`config.mk`:
```
export PLATFORM = sky130hd
export DESIGN_NAME = bert
export DESIGN_NICKNAME = d
export VERILOG_FILES = /design/src/rtl/bert_pkg.sv /design/src/rtl/bert_gen.sv /design/src/rtl/bert_rx_track.sv /design/src/rtl/bert_sync.sv /design/src/rtl/bert_counters.sv /design/src/rtl/bert.sv
export SDC_FILE = /design/constraint.sdc
export NUM_CORES = 1
export LEC_CHECK = 0
export BUFFER_PORTS_ARGS = -buffer_cell sky130_fd_sc_hd__buf_2
export CORE_ASPECT_RATIO = 1.25
export CORE_MARGIN = 4
export CORE_UTILIZATION = 55
export CTS_CLUSTER_DIAMETER = 60
export CTS_CLUSTER_SIZE = 10
export DETAILED_ROUTE_END_ITERATION = 7
export HOLD_SLACK_MARGIN = 0.02
export PLACE_DENSITY_LB_ADDON = 0.05
export REMOVE_ABC_BUFFERS = 1
export SETUP_SLACK_MARGIN = 0.3
export SYNTH_ARGS = -nofsm -noshare
export SYNTH_HDL_FRONTEND = slang
export SYNTH_SLANG_ARGS = --single-unit
```
`constraint.sdc`:
```
create_clock -name clk -period 4.4 [get_ports clk]
set_clock_uncertainty 0.2 [all_clocks]
set_input_delay 0.44 -clock clk [delete_from_list [all_inputs] [get_ports clk]]
set_output_delay 0.44 -clock clk [all_outputs]
set_load 0.02 [all_outputs]
```
`src/rtl/bert_pkg.sv`:
```
package bert_pkg;

    localparam int SR_W      = 32;
    localparam int ZERO_RUN  = 14;

    typedef enum logic [2:0] {
        PAT_P7   = 3'd0,
        PAT_P11  = 3'd1,
        PAT_P15  = 3'd2,
        PAT_QRSS = 3'd3,
        PAT_REP  = 3'd4
    } pat_e;

    typedef struct packed {
        logic bit_inc;
        logic err_inc;
    } cnt_evt_t;

    function automatic pat_e decode_pat(logic [2:0] code);
        case (code)
            3'd1:    return PAT_P11;
            3'd2:    return PAT_P15;
            3'd3:    return PAT_QRSS;
            3'd4:    return PAT_REP;
            default: return PAT_P7;
        endcase
    endfunction

    // Raw feedback bit of the selected polynomial, with a lock-up guard
    function automatic logic lfsr_next(pat_e p, logic [SR_W-1:0] s);
        case (p)
            PAT_P11:  return (s[10:0] == '0) ? 1'b1 : (s[10] ^ s[8]);
            PAT_P15:  return (s[14:0] == '0) ? 1'b1 : (s[14] ^ s[13]);
            PAT_QRSS: return (s[19:0] == '0) ? 1'b1 : (s[19] ^ s[16]);
            default:  return (s[6:0]  == '0) ? 1'b1 : (s[6]  ^ s[5]);
        endcase
    endfunction

    // Zero-run limiter of the quasi-random signal
    function automatic logic qrss_shape(logic raw, logic [SR_W-1:0] s);
        return raw | (s[ZERO_RUN-1:0] == '0);
    endfunction

endpackage

```
`src/rtl/bert_gen.sv`:
```
module bert_gen
    import bert_pkg::*;
#(
    parameter int REP_W = 32,
    localparam int LEN_W = $clog2(REP_W)
) (
    input  logic             clk,
    input  logic             rst,
    input  logic             en,
    input  pat_e             pat,
    input  logic [REP_W-1:0] word,
    input  logic [LEN_W-1:0] len_m1,
    input  logic             ins_req,
    output logic             bit_o
);
    logic [SR_W-1:0]  sr;
    logic [LEN_W-1:0] idx;
    logic             pend;
    logic             raw;
    logic             nxt;

    always_comb begin
        raw = lfsr_next(pat, sr);
        case (pat)
            PAT_REP:  nxt = word[idx];
            PAT_QRSS: nxt = qrss_shape(raw, sr);
            default:  nxt = raw;
        endcase
    end

    always_ff @(posedge clk) begin
        if (rst) begin
            sr    <= '1;
            idx   <= '0;
            pend  <= 1'b0;
            bit_o <= 1'b0;
        end else if (en) begin
            bit_o <= nxt ^ pend;
            pend  <= ins_req;
            if (pat == PAT_REP)
                idx <= (idx >= len_m1) ? '0 : idx + 1'b1;
            else
                sr  <= {sr[SR_W-2:0], raw};
        end else begin
            pend <= pend | ins_req;
        end
    end
endmodule

```
`src/rtl/bert_rx_track.sv`:
```
module bert_rx_track
    import bert_pkg::*;
#(
    parameter int REP_W = 32,
    localparam int LEN_W = $clog2(REP_W)
) (
    input  logic             clk,
    input  logic             rst,
    input  logic             en,
    input  pat_e             pat,
    input  logic [LEN_W-1:0] len_m1,
    input  logic             rx_bit,
    input  logic             locked,
    output logic             mismatch
);
    logic [SR_W-1:0] hist;
    logic            raw;
    logic            pred_raw;
    logic            expect_bit;

    always_comb begin
        raw        = lfsr_next(pat, hist);
        pred_raw   = (pat == PAT_REP) ? hist[len_m1] : raw;
        expect_bit = (pat == PAT_QRSS) ? qrss_shape(raw, hist) : pred_raw;
        mismatch   = expect_bit ^ rx_bit;
    end

    // Hunting: self-load from the line; locked: free-run on predictions
    always_ff @(posedge clk) begin
        if (rst)
            hist <= '1;
        else if (en)
            hist <= {hist[SR_W-2:0], locked ? pred_raw : rx_bit};
    end
endmodule

```
`src/rtl/bert_sync.sv`:
```
module bert_sync
    import bert_pkg::*;
#(
    parameter int SYNC_RUN  = 32,
    parameter int BLOCK_LEN = 64,
    parameter int LOSS_ERR  = 6,
    localparam int RUN_W = $clog2(SYNC_RUN),
    localparam int BLK_W = $clog2(BLOCK_LEN),
    localparam int BE_W  = $clog2(LOSS_ERR)
) (
    input  logic     clk,
    input  logic     rst,
    input  logic     en,
    input  logic     mismatch,
    output logic     locked,
    output cnt_evt_t evt
);
    typedef enum logic {ST_HUNT, ST_LOCK} sync_e;

    sync_e            st;
    logic [RUN_W-1:0] run;
    logic [BLK_W-1:0] blk;
    logic [BE_W-1:0]  berr;

    assign locked      = (st == ST_LOCK);
    assign evt.bit_inc = en & locked;
    assign evt.err_inc = en & locked & mismatch;

    always_ff @(posedge clk) begin
        if (rst) begin
            st   <= ST_HUNT;
            run  <= '0;
            blk  <= '0;
            berr <= '0;
        end else if (en) begin
            if (st == ST_HUNT) begin
                if (mismatch) begin
                    run <= '0;
                end else if (run == RUN_W'(SYNC_RUN - 1)) begin
                    st   <= ST_LOCK;
                    run  <= '0;
                    blk  <= '0;
                    berr <= '0;
                end else begin
                    run <= run + 1'b1;
                end
            end else begin
                if (mismatch && berr == BE_W'(LOSS_ERR - 1)) begin
                    st  <= ST_HUNT;
                    run <= '0;
                end else if (blk == BLK_W'(BLOCK_LEN - 1)) begin
                    blk  <= '0;
                    berr <= '0;
                end else begin
                    blk  <= blk + 1'b1;
                    berr <= berr + BE_W'(mismatch);
                end
            end
        end
    end
endmodule

```
`src/rtl/bert_counters.sv`:
```
module bert_counters
    import bert_pkg::*;
#(
    parameter int ERR_W = 24,
    parameter int BIT_W = 32
) (
    input  logic             clk,
    input  logic             rst,
    input  cnt_evt_t         evt,
    input  logic             latch,
    output logic [ERR_W-1:0] err_hold,
    output logic [BIT_W-1:0] bit_hold
);
    logic [ERR_W-1:0] live_err;
    logic [BIT_W-1:0] live_bit;

    always_ff @(posedge clk) begin
        if (rst) begin
            live_err <= '0;
            live_bit <= '0;
            err_hold <= '0;
            bit_hold <= '0;
        end else if (latch) begin
            err_hold <= live_err;
            bit_hold <= live_bit;
            live_err <= {{(ERR_W-1){1'b0}}, evt.err_inc};
            live_bit <= {{(BIT_W-1){1'b0}}, evt.bit_inc};
        end else begin
            if (evt.err_inc && live_err != '1)
                live_err <= live_err + 1'b1;
            if (evt.bit_inc && live_bit != '1)
                live_bit <= live_bit + 1'b1;
        end
    end
endmodule

```
`src/rtl/bert.sv`:
```
module bert
    import bert_pkg::*;
#(
    parameter int REP_W     = 32,
    parameter int ERR_W     = 24,
    parameter int BIT_W     = 32,
    parameter int SYNC_RUN  = 32,
    parameter int BLOCK_LEN = 64,
    parameter int LOSS_ERR  = 6,
    localparam int LEN_W = $clog2(REP_W)
) (
    input  logic             clk,
    input  logic             rst,
    input  logic             tx_en,
    input  logic             rx_en,
    input  logic [2:0]       pat_sel,
    input  logic [REP_W-1:0] rep_word,
    input  logic [LEN_W-1:0] rep_len_m1,
    input  logic             ins_err,
    input  logic             rx_bit,
    input  logic             cnt_latch,
    output logic             tx_bit,
    output logic             in_sync,
    output logic [ERR_W-1:0] err_hold,
    output logic [BIT_W-1:0] bit_hold
);
    pat_e     pat;
    logic     mismatch;
    cnt_evt_t evt;

    assign pat = decode_pat(pat_sel);

    bert_gen #(.REP_W(REP_W)) gen_i (
        .clk(clk), .rst(rst), .en(tx_en), .pat(pat), .word(rep_word),
        .len_m1(rep_len_m1), .ins_req(ins_err), .bit_o(tx_bit)
    );

    bert_rx_track #(.REP_W(REP_W)) trk_i (
        .clk(clk), .rst(rst), .en(rx_en), .pat(pat), .len_m1(rep_len_m1),
        .rx_bit(rx_bit), .locked(in_sync), .mismatch(mismatch)
    );

    bert_sync #(.SYNC_RUN(SYNC_RUN), .BLOCK_LEN(BLOCK_LEN), .LOSS_ERR(LOSS_ERR)) sync_i (
        .clk(clk), .rst(rst), .en(rx_en), .mismatch(mismatch),
        .locked(in_sync), .evt(evt)
    );

    bert_counters #(.ERR_W(ERR_W), .BIT_W(BIT_W)) cnt_i (
        .clk(clk), .rst(rst), .evt(evt), .latch(cnt_latch),
        .err_hold(err_hold), .bit_hold(bit_hold)
    );
endmodule

```
---- Word level (Yosys, flattened, before mapping) ----
Index checks and enable logic that the tools add are counted.
cells by class
  $add $sub $neg .......................... 6
  $mul .................................... 0
  div/mod/pow operators ................... 0
  $lt $le $gt $ge ......................... 3
  eq/ne operators ......................... 16
  shift operators ......................... 0
  muxes and demuxes ....................... 43
  bitwise operators ....................... 16
  reductions and logical operators ........ 21
operators with widths
  cell                   count
  $logic_not 20->1       2
  $add 32x1->32 const B  1
  $ne 32x32->1 const B   1
  $logic_not 15->1       2
  $mux 6                 5
  $logic_not 14->1       2
  $mux 5                 5
  $add 24x1->24 const B  1
  $ne 24x24->1 const B   1
  $logic_not 11->1       2
  $mux 1                 22
  $mux 3                 5
  $logic_not 7->1        2
  $eq 3x2->1 const B     4
  $lt 5x6->1 const B     2
  $pmux 3 s4             1
  $add 5x1->5 const B    2
  $bmux 1 s5             2
  $xor 1x1->1            10
  $eq 3x3->1 const B     3
  $add 6x1->6 const B    1
  $eq 3x1->1 const B     2
  $eq 6x6->1 const B     1
  $ne 2x2->1 const B     3
  other kinds (13)       23
word-level totals
  flip-flop bits (word level) ............. 186
  latch bits .............................. 0
  memory bits (writable) .................. 0
  bits in read-only memories .............. 0
  word-level logic and storage cells ...... 120
  memories kept ........................... 0

---- Depth between registers and ports, before layout ----
Gate-level depths: netlist (run 1).
  depth in word-level cells ............... 11
  depth in mapped cells ................... 15
  mapped depth without buffers ............ 12

---- Cells and area by module ----
Synthesis (run 1) repeated with hierarchy kept, for this count alone.
second synthesis, totals
  cells, all modules ...................... 1000
  area total of the unflattened synthesis .. 9126.3 um^2
by module, submodules not included
  module         instances  cells each  area an instance (um^2)  sequential area each (um^2)
  bert_counters  1          519         4835.9                   2242.2
  bert_rx_track  1          189         1710.4                   640.6
  bert_gen       1          196         1694.1                   540.5
  bert_sync      1          93          855.8                    300.3
  bert           1          3           30.0                     0.0

---- Worst setup path before layout (run 1) ----
Ideal clock, no wire load.
  kind .................................... input to register
  start point ............................. input port rep_len_m1[0]
  end point ............................... register sync_i.berr[1]
  data arrival time ....................... 2.843 ns
  required time ........................... 4.076 ns
  path slack .............................. 1.233 ns
  stages .................................. 15
  buffers on the path ..................... 3
  cells stage by stage .................... buf_2 -> mux4_2 -> mux2i_1 -> a21oi_1 -> o211ai_1 -> or3_1 -> and4_1 -> buf_6 -> inv_6 -> buf_8 -> ha_1 -> ha_1 -> nor3b_1 -> o21ai_0 -> o21ai_0
on the way
  word-level cells in the longest chain between the ends .. 9
RTL lines
  element                           RTL line             RTL
  start, declared                   bert.sv:18           input logic [LEN_W-1:0] rep_len_m1,
  $bmux 1 s5 (*)                    bert_rx_track.sv:23  pred_raw = (pat == PAT_REP) ? hist[len_m1] : raw;
  $mux 1 (not written as such) (*)  bert_rx_track.sv:23
  $mux 1 (*)                        bert_rx_track.sv:23
  $mux 1 (*)                        bert_rx_track.sv:24  expect_bit = (pat == PAT_QRSS) ? qrss_shape(raw, hist) : pred_raw;
  $xor 1x1->1 (*)                   bert_rx_track.sv:25  mismatch = expect_bit ^ rx_bit;
  $add 3x1->3                       bert_sync.sv:56      berr <= berr + BE_W'(mismatch);
  $mux 3                            bert_sync.sv:51      end else if (blk == BLK_W'(BLOCK_LEN - 1)) begin
  $mux 3                            bert_sync.sv:48      if (mismatch && berr == BE_W'(LOSS_ERR - 1)) begin
  $mux 3                            bert_sync.sv:36      if (st == ST_HUNT) begin
  end signal, assigned              bert_sync.sv:56
  end, declared                     bert_sync.sv:23      logic [BE_W-1:0] berr;
Every way passes the cells marked *; elsewhere a longest branch is shown, timed or not. The select of a mux whose other input is x is not followed.
A chain may end at the register's enable or synchronous reset.

---- Final worst setup path (run 1) ----
  start point ............................. register trk_i.hist[5]
  end point ............................... register cnt_i.live_err[18]
on the way
  word-level cells in the longest chain between the ends .. 8
RTL lines
  element                                      RTL line                             RTL
  start, declared                              bert_rx_track.sv:16                  logic [SR_W-1:0] hist;
  start signal, assigned                       bert_rx_track.sv:33                  hist <= {hist[SR_W-2:0], locked ? pred_raw : rx_bit};
  $logic_not 20->1 (tied with other cells)     bert_pkg.sv:34                       PAT_QRSS: return (s[19:0] == '0) ? 1'b1 : (s[19] ^ s[16]);
  $mux 1 (on tied branches)                    n/a
  $pmux 1 s3                                   bert_pkg.sv:31                       case (p)
  $mux 1 / $or 1x1->1 (equally long branches)  bert_rx_track.sv:23, bert_pkg.sv:41
  $mux 1 (*)                                   bert_rx_track.sv:24
  $xor 1x1->1 (*)                              bert_rx_track.sv:25
  $and 1x1->1 (*)                              bert_sync.sv:27                      assign evt.err_inc = en & locked & mismatch;
  $logic_and 1x1->1 (*)                        bert_counters.sv:29                  if (evt.err_inc && live_err != '1)
  end signal, assigned                         bert_counters.sv:26                  live_err <= {{(ERR_W-1){1'b0}}, evt.err_inc};
  end signal, assigned                         bert_counters.sv:30                  live_err <= live_err + 1'b1;
  end, declared                                bert_counters.sv:14                  logic [ERR_W-1:0] live_err;
Marked as above.

==> results.toml, run 1 <==
[status]
status = "complete, no violations"

[clock_tree]
cts.repair.resized = 0
cts_buffers = 17
cts_tree = "done"
cts_sinks = 186
h-tree-depth = 4
holdBufCountCts = 1
clock_latency_ns = 0.43
root_buffer = "clkbuf_16"
clkTransAtPathRegs_ns = 0.07
cts_max_path_buffers = 2
post_cts_buffers = 0

[global_routing]
grt_use_met3_pct = 4.766
overflow = 0
grt_pass1_wl_um = 30820
met1_usage_pct = 25.31
grt_pass1_vias = 6571
antenna_found_initial = 0
grt_util_all_layers_pct = 20.95
use_met2_pct = 37.27
grt_max_degree = 49
busiest_layer = "met2"

[cells_and_area]
layout_commonest_cell = "dfxtp_1"
syn_to_final_growth_pct = 14.29
drive_gt1_share_pct = 17.50
fin_nets = 1053
fillers = 1314
final_cell_area_um2 = 9628
multi_input_area_um2 = 4422
final_cell_mix = "dfxtp_1 (186), nand2_1 (115), nor2_1 (115), buf_2 (103), mux2i_1 (94)"
diodes = 0
seqCellArea_um2 = 3724

[floorplan]
die-area_um2 = 17370
core_area_um2 = 15010
num_rows = 50
initial_core_util_pct = 56.11
die_x_um = 118.7
boundaryPins = 105
die_h_um = 146.4

[sta]
max_freq_mhz = 299.3
fin_crit_sh_pct = 75.93
hold_viol_final = 0
setup_tns_ns = 0
tightestPinTransition_ns = 0.9069
setup_violations = 0
maxSlewViolCount = 0
period_minus_slack_ns = 3.341
worst_slack_ns = 1.059
slew_headroom_pct = 39.54
rsz0062_at_grt = "false"

[setup_path]
cpMostUsedCell = "or4_1"
r2r_cells = 10
end_kind = "flip-flop"
slowest_stage = "or4_1"
r2r_end = "cnt_i.live_err[18]$_SDFFE_PP0P_"
cp_num_buf_inv = 1
r2r_start = "trk_i.hist[5]$_SDFFE_PP1P_"
r2r_setup_slack_ns = 1.06
critPathArrivalTime_ns = 3.50
path_cells = "nor4_2 > and3_1 > a32oi_1 > and3_4 > or4_1 > and4_1 > inv_6 > nand3b_4 > or4_1 > a21oi_1"
critPathTopFamily = "simple AND/OR/NAND/NOR gates"
cpPeakStageDelay_ns = 0.52
cp-start-kind = "flip-flop"
cp.required_ns = 4.56
criticalPathCategory = "reg -> reg"
cp_max_fo = 19

[routing]
drtAntennaViolNets = 0
drt_iter0_drc = 340
post-route-drc-count = 0
routed_wirelength_um = 17580
first_pass_iters = 5
via_count = 6674
vias_per_cell = 5.618
wl_per_cell_um = 14.80

[yosys]
async_flop_share_pct = 0
ys_seq_elements = 186
syn_inst = 907
synth-main-ff-cell = "dfxtp_1"
synth_warnings = 0
ys_seq_area_share_pct = 44.20
synth_cell_types = 65
syn_avg_cell_area_um2 = 9.288
synth_edf_count = 0
syn_area_um2 = 8424

[pwr]
power_per_cell_area_nw_per_um2 = 353.2
p_leak_nw = 4.015
ir_worst_vdd_mv = 0.2351
power.total_mw = 3.401

[placed_design]
hpwl_um = 12230
post-place-ws_ns = 0.8926
postPlaceCellArea_um2 = 9044
gp_congestion = 0.8484
io_buffers = 104

[worst_hold_path]
holdPathEnd = "cnt_i.err_hold[9]$_SDFFE_PP0P_"
min_from = "rst"
worst_hold_path.num_cells = 2
hp-class = "in -> reg"

[job]
maxCapViolations = 0
-- area by class of cell --
cell class | count | area share, %
Clock buffer | 19 | 4.600
Clock inverter | 13 | 1.365
Inverter | 20 | 0.8317
Multi-Input combinational cell | 654 | 45.93
Sequential cell | 186 | 38.67
Tap cell | 182 | 2.365
Timing Repair Buffer | 114 | 6.238
-- report_power, final --
part           internal, mW  switching, mW
clock network         0.809          0.680
registers              1.70         0.0175
logic                0.0803          0.113
total                  2.59          0.810
-- worst max-delay path by stage --
| stage | slack (ns) | to | start | cells past startpoint |
|---|---|---|---|---|
| after detailed placement | 0.89 | cnt_i.live_err[18]$_SDFFE_PP0P_ | rep_len_m1[0] | 11 |
| after floorplan | 1.37 | cnt_i.live_err[18]$_SDFFE_PP0P_ | pat_sel[2] | 9 |
| after CTS | 1.07 | cnt_i.live_err[18]$_SDFFE_PP0P_ | trk_i.hist[5]$_SDFFE_PP1P_ | 10 |
| after global placement | 0.97 | cnt_i.live_err[18]$_SDFFE_PP0P_ | rep_len_m1[0] | 11 |
| after global routing | 0.86 | sync_i.berr[2]$_SDFFE_PP0P_ | trk_i.hist[10]$_SDFFE_PP1P_ | 8 |
| final | 1.06 | cnt_i.live_err[18]$_SDFFE_PP0P_ | trk_i.hist[5]$_SDFFE_PP1P_ | 10 |
-- layer usage --
layer	routed length, um	share of wire, %
met5	0	0
met4	231	1.3
met3	715	4.1
met2	8721	50
met1	7910	45
-- sequential cells by signal, summed over array words and instances, names as in the netlist --
signal	cells
cnt_i.bit_hold	32
cnt_i.live_bit	32
trk_i.hist	32
cnt_i.err_hold	24
cnt_i.live_err	24
gen_i.sr	20
sync_i.blk	6
gen_i.idx	5
sync_i.run	5
sync_i.berr	3
gen_i.bit_o	1
gen_i.pend	1
sync_i.locked	1
-- kinds of logic after synthesis --
kind of cell	count (synthesis)	share of synthesized area, %
muxes	113	16.11
DFF	186	44.20
adders and majority gates	13	1.931
and+or+nand+nor	385	21.98
AOI/OAI and AO/OA	100	7.991
buffers and inverters	67	3.312
xor gates and xnor gates	43	4.471
-- per-stage QoR --
stage | cells | util (%) | hold slack, ns
2_1_floorplan | 860 | - | 0.2359
3_3_place_gp | 1155 | 60.23 | 0.2638
3_5_place_dp | 1155 | 60.23 | 0.2702
4_1_cts | 1188 | 64.13 | 0.1201
5_1_grt | 1188 | 64.13 | 0.1302
6_report | 1188 | 64.13 | 0.1310
-- synth_stat cells, drive strengths merged, types with 2 or more instances --
library cell  count  area, um2
dfxtp           186       3724
nand2           117      449.2
nor2            115      431.7
mux2i            94      940.9
nand3            44      220.2
xor2             31      271.5
clkbuf           29      108.9
a21oi            25      125.1
o21ai            23      115.1
inv              20      80.07
buf              18      90.08
mux4             18      405.4
nand4            16      100.1
and3             13      86.33
ha               13      162.7
or4              13      97.59
nor4             12      81.33
xnor2            12      105.1
nor3             11      55.05
and4              9      78.83
or3               9      56.30
o31ai             8      65.06
o211ai            7      52.55
and2              6      37.54
a32o              4      40.04
nand3b            4      42.54
nor3b             4      30.03
o22ai             4      25.02
or2               4      25.03
a211oi            3      22.52
a22o              3      26.28
a311oi            3      26.28
nor4b             3      26.28
a211o             2      17.52
a21o              2      15.01
a311o             2      20.02
a32oi             2      17.52
nand2b            2      12.51
nor2b             2      12.51
o21a              2      15.01
Note: power is estimated with default switching activity, not from simulation.
==> inputs of run 2 (changes only) <==
--- a/config.mk
+++ b/config.mk
@@ -8,7 +8,7 @@
 export BUFFER_PORTS_ARGS = -buffer_cell sky130_fd_sc_hd__buf_2
 export CORE_ASPECT_RATIO = 1.25
 export CORE_MARGIN = 4
-export CORE_UTILIZATION = 55
+export CORE_UTILIZATION = 52
 export CTS_CLUSTER_DIAMETER = 60
 export CTS_CLUSTER_SIZE = 10
 export DETAILED_ROUTE_END_ITERATION = 7
==> constraint.sdc (replaced) <==
create_clock -name clk -period 2.9 [get_ports clk]
set_clock_uncertainty 0.2 [all_clocks]
set_input_delay 0.29 -clock clk [delete_from_list [all_inputs] [get_ports clk]]
set_output_delay 0.29 -clock clk [all_outputs]
set_load 0.02 [all_outputs]
==> run 2 against run 1 <==
The run now ends with setup timing left; clock-buffer cell count fell by 1; hold slack got worse by 0.086 ns; sequential power rose by 51%; critical path depth did not move; highest routed layer is now met5; power rose by 63%; clock power rose by 70%.
==> results.toml, run 2 (synthesized netlist as in run 1, its figures left out) <==
[floorplan]
boundaryPins = 105
die_h_um = 150.3
die-area_um2 = 18310
die_x_um = 121.8
num_rows = 51
initial_core_util_pct = 53.45
core_area_um2 = 15760

[worst_hold_path]
hp-class = "in -> reg"

[pwr]
ir_worst_vdd_mv = 0.3843
p_leak_nw = 4.504
power_per_cell_area_nw_per_um2 = 519.2

[cells_and_area]
drive_gt1_share_pct = 28.36
syn_to_final_growth_pct = 26.39
final_cell_area_um2 = 10650
top_regs = "cnt_i.bit_hold (32), cnt_i.live_bit (32), trk_i.hist (32)"
final_cells = 1291
fillers = 1335
fin_nets = 1126
layout_commonest_cell = "dfxtp_1"
final_cell_mix = "dfxtp_1 (175), nand2_1 (114), nor2_1 (112), buf_2 (103), mux2i_1 (94)"
diodes = 0

[global_routing]
antenna_found_initial = 1
grt_max_degree = 45
grt_util_all_layers_pct = 21.60
grt_pass1_vias = 6912
grt_pass1_wl_um = 32640
overflow = 0

[placed_design]
postPlaceCellArea_um2 = 9552
hpwl_um = 13260
placedCellCount = 1246
io_buffers = 104
gp_congestion = 0.7929

[sta]
worst_slack_ns = -0.09428
fin_crit_sh_pct = 103.3
slew_headroom_pct = 42.92
hold_ws_ns = 0.04449
period_minus_slack_ns = 2.994
hold_viol_final = 0
tightestPinTransition_ns = 0.8504
rsz0062_at_grt = "true"
max_freq_mhz = 334.0
setup_violations = 19
maxSlewViolCount = 0

[setup_path]
cp-start-kind = "flip-flop"
cp.required_ns = 3.06
critPathArrivalTime_ns = 3.15
cp_max_fo = 7
end_kind = "flip-flop"
criticalPathCategory = "reg -> reg"

[status]
violations = "setup timing"
status = "finished, violations left"

[clock_tree]
cts_max_path_buffers = 2
cts_tree = "done"
h-tree-depth = 4
cts_sinks = 186
cts_buffers = 17
clock_latency_ns = 0.42
root_buffer = "clkbuf_16"
clkTransAtPathRegs_ns = 0.07

[routing]
drt_iter0_drc = 371
drtAntennaViolNets = 0
vias_per_cell = 5.500
wl_per_cell_um = 15.13
routed_wirelength_um = 19530
via_count = 7100
post-route-drc-count = 0
first_pass_iters = 5

[job]
maxCapViolations = 0
[run 2: cell count changes in the layout (fill, tap and decap cells not counted), sizes merged]
cell and change:
bufinv +3, nand3b +1, clkinv +2, clkinvlp -2
buf +71, inv -2
[run 2: cell type report]
class / count / area (um2) / share of cell area [%]
Clock buffer: 18 / 439.2 / 4.125
Clock inverter: 14 / 212.7 / 1.998
Inverter: 20 / 82.58 / 0.7756
Multi-Input combinational cell: 655 / 4712 / 44.25
Sequential cell: 186 / 3742 / 35.15
Tap cell: 212 / 265.3 / 2.491
Timing Repair Buffer: 186 / 1194 / 11.21
[run 2: per-layer routing]
metal  share of wire (%)  vias up  GRT usage (%)
li1                    -     3540              -
met1                  42     3382          25.68
met2                  52      152          39.52
met3                 4.3       24          4.735
met4                 1.3        2          5.157
met5               0.067        -              0
[run 2: path summary, 6_finish.rpt]
kind / startpoint / to / slack (ns) / cells after the start
worst max-delay path: trk_i.hist[9]$_SDFFE_PP1P_ / cnt_i.live_err[18]$_SDFFE_PP0P_ / -0.09 / 10
worst min-delay path: rst / cnt_i.bit_hold[15]$_SDFFE_PP0P_ / 0.04 / 2
worst max register to register: trk_i.hist[9]$_SDFFE_PP1P_ / cnt_i.live_err[18]$_SDFFE_PP0P_ / -0.09 / 10
worst min register to register: sync_i.run[4]$_SDFFE_PP0P_ / sync_i.run[4]$_SDFFE_PP0P_ / 0.28 / 1
[run 2: report_power, final]
group / switching (mW) / internal (mW)
Sequential: 0.0243 / 2.58
Combinational: 0.209 / 0.176
Clock: 1.05 / 1.49
[run 2: worst max-delay path: stages, from the launching register on]
cell and delay, ns:
dfxtp_2 0.34, nor4_4 0.29, a311o_1 0.27, a21oi_2 0.08
and3_4 0.20, or4_1 0.50, and4_4 0.22, inv_8 0.09
nand3b_4 0.13, or4_1 0.48, a21oi_1 0.13
[run 2: what timing repair did]
action	4_1_cts	5_1_grt
resized for setup	39	51
setup endpoints to repair	42	52
cloned	1	1
pin swaps	15	9
endpoints found under the hold margin	1	0
setup buffers	9	1
hold buffers	1	0
[run 2: metrics by stage]
step | power [mW] | TNS [ns] | worst slack [ns] | utilization (%)
final | 5.528 | -0.7873 | -0.09428 | 67.56
after global routing | 5.709 | -3.530 | -0.1989 | 67.56
after CTS | 5.553 | -0.4520 | -0.05933 | 66.10
after detailed placement | 3.005 | -6.564 | -0.2939 | 60.60
after global placement | 3.001 | -4.917 | -0.2403 | 60.60
after floorplan | 2.821 | -0.3400 | -0.1042 | -
==> inputs of run 3 (changes only) <==
--- a/config.mk
+++ b/config.mk
@@ -12,7 +12,6 @@
 export CTS_CLUSTER_DIAMETER = 60
 export CTS_CLUSTER_SIZE = 10
 export DETAILED_ROUTE_END_ITERATION = 7
-export HOLD_SLACK_MARGIN = 0.02
 export PLACE_DENSITY_LB_ADDON = 0.05
 export REMOVE_ABC_BUFFERS = 1
 export SETUP_SLACK_MARGIN = 0.3
==> constraint.sdc (replaced) <==
create_clock -name clk -period 2.9 [get_ports clk]
set_clock_uncertainty 0.2 [all_clocks]
set_input_delay 0.435 -clock clk [delete_from_list [all_inputs] [get_ports clk]]
set_output_delay 0.435 -clock clk [all_outputs]
set_load 0.02 [all_outputs]
==> run 3 against run 2 <==
The flow still finishes with violations (setup timing); register-to-register slack barely moved; clock power fell by 9.1%; non-clock buffer count rose by 9; hold slack got worse by 0.028 ns; first-iteration DRC count rose by 23%; setup slack got worse by 0.0065 ns; sequential share of layout area fell by 0.29 points; critical path depth rose by 3; power fell by 3.8%; global-route usage rose by 0.12 points; fmax fell by 0.22%; sequential power barely moved; largest power group unchanged.
==> results.toml, run 3 (synthesized netlist as in run 1, its figures left out) <==
[pwr]
ir_worst_vdd_mv = 0.4025
p_leak_nw = 4.539
power.total_mw = 5.316
power_per_cell_area_nw_per_um2 = 495.0

[sta]
fin_crit_sh_pct = 103.5
tightestPinTransition_ns = 0.9221
maxSlewViolCount = 0
slew_headroom_pct = 38.11
setup_violations = 24
max_freq_mhz = 333.2
worst_slack_ns = -0.1008
rsz0062_at_grt = "true"
period_minus_slack_ns = 3.001
hold_viol_final = 0

[cells_and_area]
top_regs = "cnt_i.bit_hold (32), cnt_i.live_bit (32), trk_i.hist (32)"
final_cells = 1299
diodes = 0
fin_util_pct = 68.14
fin_nets = 1135
syn_to_final_growth_pct = 27.48
drive_gt1_share_pct = 28.43
layout_commonest_cell = "dfxtp_1"
final_cell_mix = "dfxtp_1 (176), nand2_1 (115), nor2_1 (113), buf_2 (103), mux2i_1 (94)"

[global_routing]
grt_max_degree = 63
grt_pass1_wl_um = 32710
overflow = 0
grt_pass1_vias = 6884
antenna_found_initial = 1
grt_util_all_layers_pct = 21.72

[routing]
post-route-drc-count = 0
drtAntennaViolNets = 0
drt_iter0_drc = 457
via_count = 7064
first_pass_iters = 6
vias_per_cell = 5.438
routed_wirelength_um = 19730
wl_per_cell_um = 15.19

[clock_tree]
cts_tree = "done"
clock_latency_ns = 0.43
root_buffer = "clkbuf_16"
h-tree-depth = 4
cts_buffers = 17
cts_max_path_buffers = 2
clkTransAtPathRegs_ns = 0.07
cts_sinks = 186
holdBufCountCts = 0

[setup_path]
cp.depth = 13
criticalPathCategory = "reg -> reg"
cp.required_ns = 3.01
r2r_setup_slack_ns = -0.10
cp-startpoint = "trk_i.hist[7]$_SDFFE_PP1P_"
endpoint = "cnt_i.live_err[8]$_SDFFE_PP0P_"
cp_max_fo = 6
r2r_cells = 13
critPathTopFamily = "compound AO/OA/AOI/OAI gates"
cpPeakStageDelay_ns = 0.45
cpMostUsedCell = "buf_6"
cp_num_buf_inv = 4
path_cells = "buf_6 > mux4_2 > mux2i_1 > a311oi_1 > o211ai_1 > o2111ai_2 > and4_4 > inv_8 > buf_12 > nand3b_4 > buf_6 > o31ai_4 > a21oi_2"
end_kind = "flip-flop"
slowest_stage = "mux4_2"
r2r_start = "trk_i.hist[7]$_SDFFE_PP1P_"
critPathArrivalTime_ns = 3.12
cp-start-kind = "flip-flop"
r2r_end = "cnt_i.live_err[8]$_SDFFE_PP0P_"

[floorplan]
die_x_um = 121.8
core_area_um2 = 15760
boundaryPins = 105
num_rows = 51
die-area_um2 = 18310
die_h_um = 150.3
initial_core_util_pct = 53.45

[worst_hold_path]
hp-class = "in -> reg"

[placed_design]
gp_congestion = 0.7711
io_buffers = 104
hpwl_um = 13300
placedCellCount = 1251

[job]
maxCapViolations = 0

[status]
status = "finished, violations left"
violations = "setup timing"
## run 3: cell count changes in the layout (fill, tap and decap cells not counted), moves of 3 or more
cell      change
o21ai_0       +4
buf_6        +15
buf_4         -7
clkinv_2      +3
o21ai_2       -4
nor3_2        -3
## run 3: metrics by stage
step / worst slack [ns] / hold slack [ns] / setup TNS, ns / cell area [um2]
final: -0.1008 / 0.01679 / -1.063 / 10740
after detailed placement: -0.4460 / 0.2650 / -11.81 / 9602
after CTS: -0.01311 / 0.003421 / -0.04004 / 10630
after global placement: -0.3766 / 0.2632 / -9.604 / 9602
after floorplan: -0.1274 / 0.2359 / -0.5662 / 8225
after global routing: -0.1830 / 0.04318 / -3.746 / 10740
## run 3: worst register-to-register path, delay by kind of cell, from the launching register on
kind / cells / cell delay [ns]
muxes: 2 / 0.64
buffers and inverters: 4 / 0.45
DFF: 1 / 0.36
AOI/OAI and AO/OA: 5 / 0.84
and+or+nand+nor: 2 / 0.40
## run 3: repair_timing
action | 4_1_cts | 5_1_grt
gates cloned | 2 | 0
pin swaps | 31 | 10
endpoints found under the setup margin | 44 | 46
buffers inserted | 14 | 1
gates resized for setup | 75 | 24
## run 3: worst min-delay path by stage
stage / cells past startpoint / endpoint / slack [ns] / startpoint
detailed placement: 1 / sync_i.run[4]$_SDFFE_PP0P_ / 0.27 / sync_i.run[4]$_SDFFE_PP0P_
floorplan: 2 / trk_i.hist[31]$_SDFFE_PP1P_ / 0.24 / trk_i.hist[31]$_SDFFE_PP1P_
CTS: 3 / gen_i.pend$_SDFF_PP0_ / 0.003 / ins_err
finish: 3 / gen_i.pend$_SDFF_PP0_ / 0.02 / ins_err
global route: 3 / gen_i.pend$_SDFF_PP0_ / 0.04 / ins_err
global placement: 1 / sync_i.run[4]$_SDFFE_PP0P_ / 0.26 / sync_i.run[4]$_SDFFE_PP0P_
## run 3: cell type report
cell class,instances,area [um2]
multi-input cells,655,4723
well taps,212,265.3
inverters,20,82.58
clock buffers,18,439.2
clock inverters,13,142.6
fillers,1283,5022
flip-flops and latches,186,3744
repair buffers,195,1343
## run 3: where the power goes
part	internal, mW	total [mW]	switching (mW)
combinational	0.193	0.408	0.216
sequential	2.58	2.60	0.0237
clock	1.30	2.31	1.01
total	4.07	5.32	1.25
## run 3: layer usage
layer,wire [um],GRT usage (%)
met4,123,4.652
met1,8509,25.83
met5,13,0
met2,10290,40.04
met3,799,4.660
